## config.mk

```make
export PLATFORM = sky130hd
export DESIGN_NAME = paired_read_cache
export DESIGN_NICKNAME = d
export VERILOG_FILES = /design/src/rtl/prc_pkg.sv /design/src/rtl/prc_tag_match.sv /design/src/rtl/prc_lru.sv /design/src/rtl/prc_beat_delay.sv /design/src/rtl/paired_read_cache.sv
export SDC_FILE = /design/constraint.sdc
export NUM_CORES = 2
export LEC_CHECK = 0
export ABC_AREA = 1
export BUFFER_PORTS_ARGS = -buffer_cell sky130_fd_sc_hd__buf_2
export CORE_ASPECT_RATIO = 1.2
export CORE_MARGIN = 2
export CORE_UTILIZATION = 50
export DETAILED_ROUTE_END_ITERATION = 8
export PLACE_DENSITY_LB_ADDON = 0.15
export SYNTH_ARGS = -nofsm -noshare
export SYNTH_HDL_FRONTEND = slang
export SYNTH_SLANG_ARGS = --single-unit
```

## constraint.sdc

```tcl
create_clock -name clk -period 35.4 [get_ports clk]
set_input_delay 3.54 -clock clk [delete_from_list [all_inputs] [get_ports clk]]
set_output_delay 3.54 -clock clk [all_outputs]
set_load 0.02 [all_outputs]
```

## src/rtl/prc_pkg.sv

```systemverilog
package prc_pkg;

    // Byte repeated across a placeholder line
    localparam logic [7:0] FILL_BYTE = 8'h5A;

    // How a host beat was produced
    typedef enum logic [1:0] {
        RESP_FILL_MISS = 2'd0,
        RESP_FILL_PEND = 2'd1,
        RESP_DATA      = 2'd2,
        RESP_BYPASS    = 2'd3
    } resp_e;

endpackage

```

## src/rtl/prc_tag_match.sv

```systemverilog
module prc_tag_match #(
    parameter int ADDR_W = 32,
    parameter int DEPTH  = 16,
    parameter int ID_W   = 4
) (
    input  logic [DEPTH-1:0]             valid_i,
    input  logic [DEPTH-1:0][ADDR_W-1:0] tag_i,
    input  logic [ADDR_W-1:0]            key_i,
    output logic [DEPTH-1:0]             hit_vec_o,
    output logic                         hit_o,
    output logic [ID_W-1:0]              hit_idx_o
);

    for (genvar g = 0; g < DEPTH; g++) begin : g_cmp
        assign hit_vec_o[g] = valid_i[g] && (tag_i[g] == key_i);
    end

    assign hit_o = |hit_vec_o;

    always_comb begin
        hit_idx_o = '0;
        for (int i = 0; i < DEPTH; i++) begin
            if (hit_vec_o[i]) begin
                hit_idx_o = ID_W'(i);
            end
        end
    end

endmodule

```

## src/rtl/prc_lru.sv

```systemverilog
module prc_lru #(
    parameter int DEPTH = 16,
    parameter int ID_W  = 4
) (
    input  logic             clk,
    input  logic             rst_n,
    input  logic             touch_i,
    input  logic [ID_W-1:0]  touch_id_i,
    input  logic [DEPTH-1:0] valid_i,
    input  logic [DEPTH-1:0] pend_i,
    output logic [ID_W-1:0]  victim_o
);

    // rank 0 = most recently claimed, DEPTH-1 = least recently claimed
    typedef struct packed {
        logic [DEPTH-1:0][ID_W-1:0] rank;
    } lru_state_t;

    lru_state_t st_q, st_d;

    always_comb begin
        st_d = st_q;
        if (touch_i) begin
            for (int i = 0; i < DEPTH; i++) begin
                if (st_q.rank[i] < st_q.rank[touch_id_i]) begin
                    st_d.rank[i] = st_q.rank[i] + 1'b1;
                end
            end
            st_d.rank[touch_id_i] = '0;
        end
    end

    always_ff @(posedge clk or negedge rst_n) begin
        if (!rst_n) begin
            for (int i = 0; i < DEPTH; i++) begin
                st_q.rank[i] <= ID_W'(i);
            end
        end else begin
            st_q <= st_d;
        end
    end

    // Victim: lowest free, else oldest completed, else oldest overall
    logic            free_found;
    logic [ID_W-1:0] free_idx;
    logic            done_found;
    logic [ID_W-1:0] done_idx;
    logic [ID_W-1:0] done_rank;
    logic [ID_W-1:0] any_idx;
    logic [ID_W-1:0] any_rank;

    always_comb begin
        free_found = 1'b0;
        free_idx   = '0;
        done_found = 1'b0;
        done_idx   = '0;
        done_rank  = '0;
        any_idx    = '0;
        any_rank   = '0;
        for (int i = 0; i < DEPTH; i++) begin
            if (!valid_i[i] && !free_found) begin
                free_found = 1'b1;
                free_idx   = ID_W'(i);
            end
            if (valid_i[i] && !pend_i[i] && (!done_found || st_q.rank[i] > done_rank)) begin
                done_found = 1'b1;
                done_idx   = ID_W'(i);
                done_rank  = st_q.rank[i];
            end
            if (i == 0 || st_q.rank[i] > any_rank) begin
                any_idx  = ID_W'(i);
                any_rank = st_q.rank[i];
            end
        end
        if (free_found) begin
            victim_o = free_idx;
        end else if (done_found) begin
            victim_o = done_idx;
        end else begin
            victim_o = any_idx;
        end
    end

    // a free entry is always taken before a held one
    p_free_first_r10: assert property (@(posedge clk) disable iff (!rst_n)
        (!(&valid_i)) |-> !valid_i[victim_o]);

    // a completed entry is taken before one still awaiting data
    p_done_before_pend_r10: assert property (@(posedge clk) disable iff (!rst_n)
        ((&valid_i) && !(&pend_i)) |-> !pend_i[victim_o]);

endmodule

```

## src/rtl/prc_beat_delay.sv

```systemverilog
module prc_beat_delay #(
    parameter int DATA_W = 64,
    parameter int TRL    = 4
) (
    input  logic                 clk,
    input  logic                 rst_n,
    input  logic                 in_valid_i,
    input  prc_pkg::resp_e       in_kind_i,
    input  logic [DATA_W-1:0]    in_data_i,
    output logic                 out_valid_o,
    output prc_pkg::resp_e       out_kind_o,
    output logic [DATA_W-1:0]    out_data_o
);

    typedef struct packed {
        logic              vld;
        prc_pkg::resp_e    kind;
        logic [DATA_W-1:0] data;
    } beat_t;

    beat_t [TRL-1:0] st_q, st_d;

    always_comb begin
        st_d[0].vld  = in_valid_i;
        st_d[0].kind = in_kind_i;
        st_d[0].data = in_data_i;
        for (int i = 1; i < TRL; i++) begin
            st_d[i] = st_q[i-1];
        end
    end

    always_ff @(posedge clk or negedge rst_n) begin
        if (!rst_n) begin
            for (int i = 0; i < TRL; i++) begin
                st_q[i].vld  <= 1'b0;
                st_q[i].kind <= prc_pkg::RESP_FILL_MISS;
                st_q[i].data <= '0;
            end
        end else begin
            st_q <= st_d;
        end
    end

    assign out_valid_o = st_q[TRL-1].vld;
    assign out_kind_o  = st_q[TRL-1].kind;
    assign out_data_o  = st_q[TRL-1].data;

endmodule

```

## src/rtl/paired_read_cache.sv

```systemverilog
module paired_read_cache #(
    parameter int ADDR_W    = 32,
    parameter int DATA_W    = 64,
    parameter int DEPTH     = 16,
    parameter int TRL       = 4,
    parameter int ALIAS_BIT = ADDR_W - 1,
    parameter int ID_W      = $clog2(DEPTH)
) (
    input  logic              clk,
    input  logic              rst_n,
    input  logic              rd_valid,
    input  logic [ADDR_W-1:0] rd_addr,
    input  logic              ret_valid,
    input  logic [ID_W-1:0]   ret_id,
    input  logic [DATA_W-1:0] ret_data,
    output logic              fwd_valid,
    output logic [ADDR_W-1:0] fwd_addr,
    output logic [ID_W-1:0]   fwd_id,
    output logic              host_valid,
    output logic              host_fake,
    output logic [DATA_W-1:0] host_data
);

    import prc_pkg::*;

    localparam logic [ADDR_W-1:0] ALIAS_MASK =
        ~({{(ADDR_W-1){1'b0}}, 1'b1} << ALIAS_BIT);
    localparam logic [DATA_W-1:0] FILL_LINE = {(DATA_W/8){FILL_BYTE}};
    localparam int BEAT_CNT_W = $clog2(TRL + 1) + 1;

    typedef struct packed {
        logic [DEPTH-1:0]             valid;
        logic [DEPTH-1:0]             pend;
        logic [DEPTH-1:0][ADDR_W-1:0] tag;
        logic [DEPTH-1:0][DATA_W-1:0] data;
        logic                         fwd_valid;
        logic [ADDR_W-1:0]            fwd_addr;
        logic [ID_W-1:0]              fwd_id;
    } state_t;

    state_t s_q, s_d;

    logic [ADDR_W-1:0] key;
    logic [DEPTH-1:0]  hit_vec;
    logic              hit;
    logic [ID_W-1:0]   hit_idx;
    logic [ID_W-1:0]   victim;
    logic              look_hit;
    logic              alloc;
    logic              ret_live;
    logic              bypass;
    resp_e             beat_kind;
    logic [DATA_W-1:0] beat_data;
    resp_e             out_kind;

    assign key = rd_addr & ALIAS_MASK;

    prc_tag_match #(
        .ADDR_W (ADDR_W),
        .DEPTH  (DEPTH),
        .ID_W   (ID_W)
    ) u_match (
        .valid_i   (s_q.valid),
        .tag_i     (s_q.tag),
        .key_i     (key),
        .hit_vec_o (hit_vec),
        .hit_o     (hit),
        .hit_idx_o (hit_idx)
    );

    prc_lru #(
        .DEPTH (DEPTH),
        .ID_W  (ID_W)
    ) u_lru (
        .clk        (clk),
        .rst_n      (rst_n),
        .touch_i    (alloc),
        .touch_id_i (victim),
        .valid_i    (s_q.valid),
        .pend_i     (s_q.pend),
        .victim_o   (victim)
    );

    always_comb begin
        look_hit = rd_valid && hit;
        alloc    = rd_valid && !hit;
        ret_live = ret_valid && s_q.valid[ret_id] && s_q.pend[ret_id];
        bypass   = look_hit && s_q.pend[hit_idx] && ret_live && (ret_id == hit_idx);

        // beat decision is taken at lookup time
        if (!look_hit) begin
            beat_kind = RESP_FILL_MISS;
            beat_data = FILL_LINE;
        end else if (!s_q.pend[hit_idx]) begin
            beat_kind = RESP_DATA;
            beat_data = s_q.data[hit_idx];
        end else if (bypass) begin
            beat_kind = RESP_BYPASS;
            beat_data = ret_data;
        end else begin
            beat_kind = RESP_FILL_PEND;
            beat_data = FILL_LINE;
        end

        s_d = s_q;

        // downstream fill of an awaiting entry
        if (ret_live) begin
            s_d.data[ret_id] = ret_data;
            s_d.pend[ret_id] = 1'b0;
        end

        // demand read consumes a completed (or just completing) entry
        if (look_hit && (!s_q.pend[hit_idx] || bypass)) begin
            s_d.valid[hit_idx] = 1'b0;
            s_d.pend[hit_idx]  = 1'b0;
        end

        // first read claims an entry; a claim overrides a same-cycle fill
        if (alloc) begin
            s_d.valid[victim] = 1'b1;
            s_d.pend[victim]  = 1'b1;
            s_d.tag[victim]   = key;
        end

        s_d.fwd_valid = alloc;
        s_d.fwd_addr  = key;
        s_d.fwd_id    = victim;
    end

    always_ff @(posedge clk or negedge rst_n) begin
        if (!rst_n) begin
            s_q <= '0;
        end else begin
            s_q <= s_d;
        end
    end

    prc_beat_delay #(
        .DATA_W (DATA_W),
        .TRL    (TRL)
    ) u_delay (
        .clk         (clk),
        .rst_n       (rst_n),
        .in_valid_i  (rd_valid),
        .in_kind_i   (beat_kind),
        .in_data_i   (beat_data),
        .out_valid_o (host_valid),
        .out_kind_o  (out_kind),
        .out_data_o  (host_data)
    );

    assign host_fake = (out_kind == RESP_FILL_MISS) || (out_kind == RESP_FILL_PEND);
    assign fwd_valid = s_q.fwd_valid;
    assign fwd_addr  = s_q.fwd_addr;
    assign fwd_id    = s_q.fwd_id;

    // ---------------- assertions ----------------

    // reads minus delivered beats, kept only for checking
    logic [BEAT_CNT_W-1:0] beats_q;
    always_ff @(posedge clk or negedge rst_n) begin
        if (!rst_n) begin
            beats_q <= '0;
        end else begin
            beats_q <= beats_q + BEAT_CNT_W'(rd_valid) - BEAT_CNT_W'(host_valid);
        end
    end

    // never more reads outstanding than the latency window holds
    p_beat_bound_r3: assert property (@(posedge clk) disable iff (!rst_n)
        beats_q <= BEAT_CNT_W'(TRL));

    // a beat only leaves for a read that was taken
    p_beat_has_read_r3: assert property (@(posedge clk) disable iff (!rst_n)
        host_valid |-> (beats_q != '0));

    // a forward only follows a read
    p_fwd_after_read_r2: assert property (@(posedge clk) disable iff (!rst_n)
        fwd_valid |-> $past(rd_valid));

    // a claimed entry is held and awaiting data afterwards
    p_claim_marks_r2: assert property (@(posedge clk) disable iff (!rst_n)
        alloc |=> (s_q.valid[$past(victim)] && s_q.pend[$past(victim)]));

    // a completed hit frees its entry
    p_hit_frees_r6: assert property (@(posedge clk) disable iff (!rst_n)
        (look_hit && !s_q.pend[hit_idx]) |=> !s_q.valid[$past(hit_idx)]);

    // a hit while still awaiting data keeps the entry
    p_pend_hit_keeps_r8: assert property (@(posedge clk) disable iff (!rst_n)
        (look_hit && s_q.pend[hit_idx] && !bypass) |=> s_q.valid[$past(hit_idx)]);

    // one address (alias included) lives in at most one entry
    p_one_match_r7: assert property (@(posedge clk) disable iff (!rst_n)
        $onehot0(hit_vec));

endmodule

```

## Word-level counts from Yosys, hierarchy flattened

Index checks and enable logic that the tools add are counted.

- Reduce and logical (&&, ||, !) cells: 154
- Add/subtract/negate cells: 16
- Bitwise logic cells: 9
- Eq/ne operators: 18
- Muxes and demuxes: 188
- $lt $le $gt $ge: 52

Operator list:

| kind | number |
|---|---|
| 1024-bit bitwise mux | 1 |
| 544-bit 2-to-1 mux | 1 |
| 512-bit bitwise mux | 1 |
| 32-bit by 31-bit equality test with 1-bit output | 16 |
| 4-bit 2-to-1 mux | 97 |
| 64-bit 2-to-1 mux | 5 |
| 64-bit binary-select mux with 4-bit select | 1 |
| 64-bit demux with 4-bit select | 1 |
| 32-bit demux with 4-bit select | 1 |
| 4-bit > comparator | 30 |
| 1-bit logical AND | 73 |
| 4-bit by 1-bit adder with 4-bit output, second input constant | 16 |
| 64-bit AND | 1 |
| 4-bit < comparator | 16 |
| 32-bit 2-to-1 mux | 2 |
| 64-bit inverter | 1 |
| 1-bit zero test | 62 |
| 16-bit AND | 3 |
| 3-bit 2-to-1 mux | 16 |
| 1-bit 2-to-1 mux | 42 |
| 16-bit inverter | 2 |
| 16-bit OR | 2 |
| 2-bit 2-to-1 mux | 11 |
| 1-bit logical OR | 17 |
| other kinds (11) | 19 |

- Output and inout port bits: 103
- Bits of input ports: 104
- Logic and storage cells: 502
- Flip-flop bits (word level): 1936

## Longest topological paths before layout

- Word-level depth: 71
- Gate-level depth with buffers: 179
- Gate-level depth less buffers: 175

## By module

Synthesis repeated with hierarchy kept, for this count alone.

- Cells, all modules: 9944
- Area, all modules: 87692.9 µm²

Modules (own cells, without submodules):

| module | times used | area each (µm²) | cells an instance | sequential area each (µm²) |
|---|---|---|---|---|
| paired_read_cache | 1 | 64289.2 | 6946 | 39738.1 |
| prc_lru | 1 | 9656.8 | 1436 | 1641.6 |
| prc_tag_match | 1 | 7040.5 | 1294 | 0.0 |
| prc_beat_delay | 1 | 6706.4 | 268 | 6706.4 |

## Worst setup path after synthesis

Ideal clock, no wire load.

- Path kind: reg-to-reg
- Start point: register s_q[1573] in the netlist's numbering
- End point: register u_lru.st_q[8] in the netlist's numbering
- Path buffers: 4
- Data required time: 35.262 ns
- Clock period less this slack: 18.103 ns
- Cell stages (with the launch flop): 169
- Data arrival time: 17.965 ns
- Library setup time: 0.138 ns
- Slack: 17.297 ns
- Cells stage by stage: dfrtp_1 > inv_2 > nand2_2 > nor2_1 > inv_1 > ha_1 > nand2_1 > inv_1 > nand2_1 > nand2_1 > nand2_1 > nand2_1 > nand2_2 > o21ai_0 > ha_1 > inv_1 > nor2_1 > o21ai_1 > (+133 left out) > nand2_1 > inv_1 > nand2_1 > o21ai_1 > nand2_1 > o21ai_4 > inv_4 > nor2_1 > inv_1 > clkbuf_1 > o221ai_1 > a22o_1 > nor2_1 > ha_1 > a21oi_1 > nand3_1 > nor2_1 > nor3b_2

RTL lines:

| what | line | text |
|---|---|---|
| start, declared | paired_read_cache.sv:41 | `state_t s_q, s_d;` |
| start signal, assigned | paired_read_cache.sv:133 | `s_q <= '0;` |
| start signal, assigned | paired_read_cache.sv:135 | `s_q <= s_d;` |
| end signal, assigned | prc_lru.sv:39 | `st_q <= st_d;` |
| end, declared | prc_lru.sv:19 | `lru_state_t st_q, st_d;` |

==> results.json <==
{
  "fin_skew_ps": 47.7,
  "routedWlPerCell_um": 23.0,
  "drv_cap": 0,
  "area_growth_pct": 9.99,
  "design_area_um2": 95100,
  "synth_cell_types": 64,
  "synthFlopType": "dfrtp_1",
  "slew_headroom_pct": 19.7,
  "drtIter0Drc": 7200,
  "async_flop_share_pct": 100,
  "initial_core_util_pct": 50.2,
  "grt_pass1_vias": 67300,
  "cp.arrival_ps": 23320,
  "post-route-drc-count": 0,
  "yosysWarnings": 0,
  "postRouteAntennaNets": 0,
  "htreeDepth": 4,
  "slowest_stage": "nand4_1",
  "end_kind": "flip-flop",
  "rr_startpoint": "s_q[1589]$_DFF_PN0_",
  "utilization_pct": 55.2,
  "cp.required_ps": 36140,
  "root_buffer": "clkbuf_16",
  "status": "completed",
  "cpPeakStageDelay_ps": 820,
  "holdCritStartpoint": "u_delay.st_d[202]$_DFF_PN0_",
  "crit_type": "reg -> reg",
  "reg2reg_depth": 158,
  "layout_common_cells": "nand2_1 (2,493), o21ai_0 (1,891), dfrtp_1 (1,884), inv_1 (396), o22ai_1 (328)",
  "insertion_delay_ps": 850,
  "dp.cells": 11600,
  "place_hpwl_um": 158000,
  "setup_viol_count_final": 0,
  "finalSetupTns_ps": 0,
  "grt_max_degree": 175,
  "grt_overflow": 0,
  "cts_hold_buf": 0,
  "cp_max_fo": 14,
  "yosys_register_bits": 1916,
  "synth_edf_count": 0,
  "fp.dieW_um": 384,
  "grt_antenna_before_repair": 14,
  "grt_pass1_wl_um": 416000,
  "worst_pin_slew_ps": 1190,
  "fp.dieArea_um2": 176000,
  "hold_viol_final": 0,
  "placed_area_um2": 88600,
  "timing_max_transition_violations_final": 0,
  "holdPathStages": 0,
  "io_pins": 207,
  "core_um2": 172000,
  "clkSinkCount": 1916,
  "fin_cells": 11900,
  "crit_path_start_kind": "flip-flop",
  "synth_area_um2": 86400,
  "hold_path_end": "u_delay.out_data_o[1]$_DFF_PN0_",
  "clockBufferDepth": 3,
  "period_share_pct": 63.8,
  "period_needed_ps": 22590,
  "ys_seq_area_share_pct": 55.5,
  "r2r_slack_ps": 12810,
  "port_buffers": 204,
  "firstDrtPassIters": 8,
  "num_rows": 167,
  "path_common_cell": "nand2_1",
  "nNetsFinal": 9742,
  "postCtsSetupBuffers": 0,
  "num_vias": 71200,
  "synthCells": 9670,
  "via_per_inst": 5.98,
  "rsz0062_at_grt": "no",
  "cts_made_buffers": 190,
  "worst_hold_path_type": "reg -> reg",
  "cts_tree": "built",
  "ctsResizeCount": 0,
  "nFillCells": 15800,
  "fmax_mhz": 44.3,
  "gp_congestion": 0.904,
  "syn_nets": 9950,
  "grt_usage_pct": 30.9,
  "final_common_cell": "nand2_1",
  "synth_area_per_cell_um2": 8.94,
  "clk_pin_slew_ps": 70,
  "drive_above_1_share_pct": 8.61,
  "rr_endpoint": "u_lru.st_q[3]$_DFFE_PN0P_",
  "die-height_um": 459,
  "postRouteWirelength_um": 273000
}
-- metrics by stage --
step                      setup slack [ps]  hold slack, ps
after floorplan                      17300             331
after global placement               13580             333
after detailed placement             13160             335
after CTS                            13000             342
after global routing                 10640             352
final                                12810             338
-- synthesized netlist by cell type (all sizes together), types with 32 or more instances --
cell type / instances / area [um^2]
o22ai: 329 / 2060
dfrtp: 1884 / 47100
a21oi: 112 / 568
nand4: 89 / 557
nor4: 74 / 463
a221oi: 44 / 385
nor2: 272 / 1070
xor2: 93 / 815
clkbuf: 669 / 2510
dfstp: 32 / 841
nand2: 2550 / 9740
o21bai: 45 / 338
ha: 176 / 2200
inv: 444 / 1670
o21ai: 2029 / 10200
xnor2: 44 / 385
nor3: 85 / 447
a22o: 158 / 1380
buf: 68 / 433
o311ai: 34 / 298
nand3: 164 / 841
a211oi: 56 / 420
o211ai: 47 / 353
-- routing by layer --
layer	routed length, um	vias to the layer above	GRT usage (%)
met1	114000	35200	41.9
met2	128000	2935	50.0
met5	71	-	0
met4	12200	10	12.6
li1	-	32500	-
met3	19700	607	4.32
-- worst max path at each step --
stage / start / endpoint / slack [ps] / cells past startpoint
3_3_place_gp: s_q[1589]$_DFF_PN0_ / u_lru.st_q[2]$_DFFE_PN0P_ / 13580 / 158
2_1_floorplan: s_q[1573]$_DFF_PN0_ / u_lru.st_q[8]$_DFFE_PN0P_ / 17300 / 168
5_1_grt: s_q[1589]$_DFF_PN0_ / u_lru.st_q[17]$_DFFE_PN0P_ / 10640 / 164
6_report: s_q[1589]$_DFF_PN0_ / u_lru.st_q[3]$_DFFE_PN0P_ / 12810 / 158
4_1_cts: s_q[1589]$_DFF_PN0_ / u_lru.st_q[23]$_DFFE_PN0P_ / 13000 / 156
3_5_place_dp: s_q[1589]$_DFF_PN0_ / u_lru.st_q[2]$_DFFE_PN0P_ / 13160 / 156
-- kinds of logic after synthesis --
group | count (synthesis) | synth area share (%)
flops | 1916 | 55.5
simple gates | 3290 | 15.7
xor+xnor | 137 | 1.39
other cells | 1 | 0.00434
buf+inv | 1208 | 5.46
compound gates | 2942 | 19.4
fa+ha+maj | 176 | 2.55
-- worst max-delay path, delay by kind of cell (launching register included) --
family	cells	cell delay, ps
compound gates	34	5850
fa+ha+maj	16	4960
buf+inv	19	2210
flops	1	540
simple gates	89	8930
-- state kept, by name, summed over array words and instances (netlist names) --
name	flops
fwd_addr	31
fwd_id	4
fwd_valid	1
s_q	1552
u_delay.out_data_o	64
u_delay.out_kind_o	1
u_delay.out_valid_o	1
u_delay.st_d	198
u_lru.st_q	64
-- area by class of cell --
class / count / area [um^2] / area share, %
multi-input cells: 6546 / 33800 / 35.6
repair buffers: 337 / 2070 / 2.18
inverters: 471 / 1860 / 1.96
clock inverters: 58 / 681 / 0.716
well taps: 2281 / 2850 / 3.00
flip-flops and latches: 1916 / 48000 / 50.5
diodes: 6 / 15.0 / 0.0158
clock buffers: 291 / 5780 / 6.08
Power is left out: the tool's default activity adds up to more than one toggle a clock period on the data nets, which glitch-free logic cannot reach.
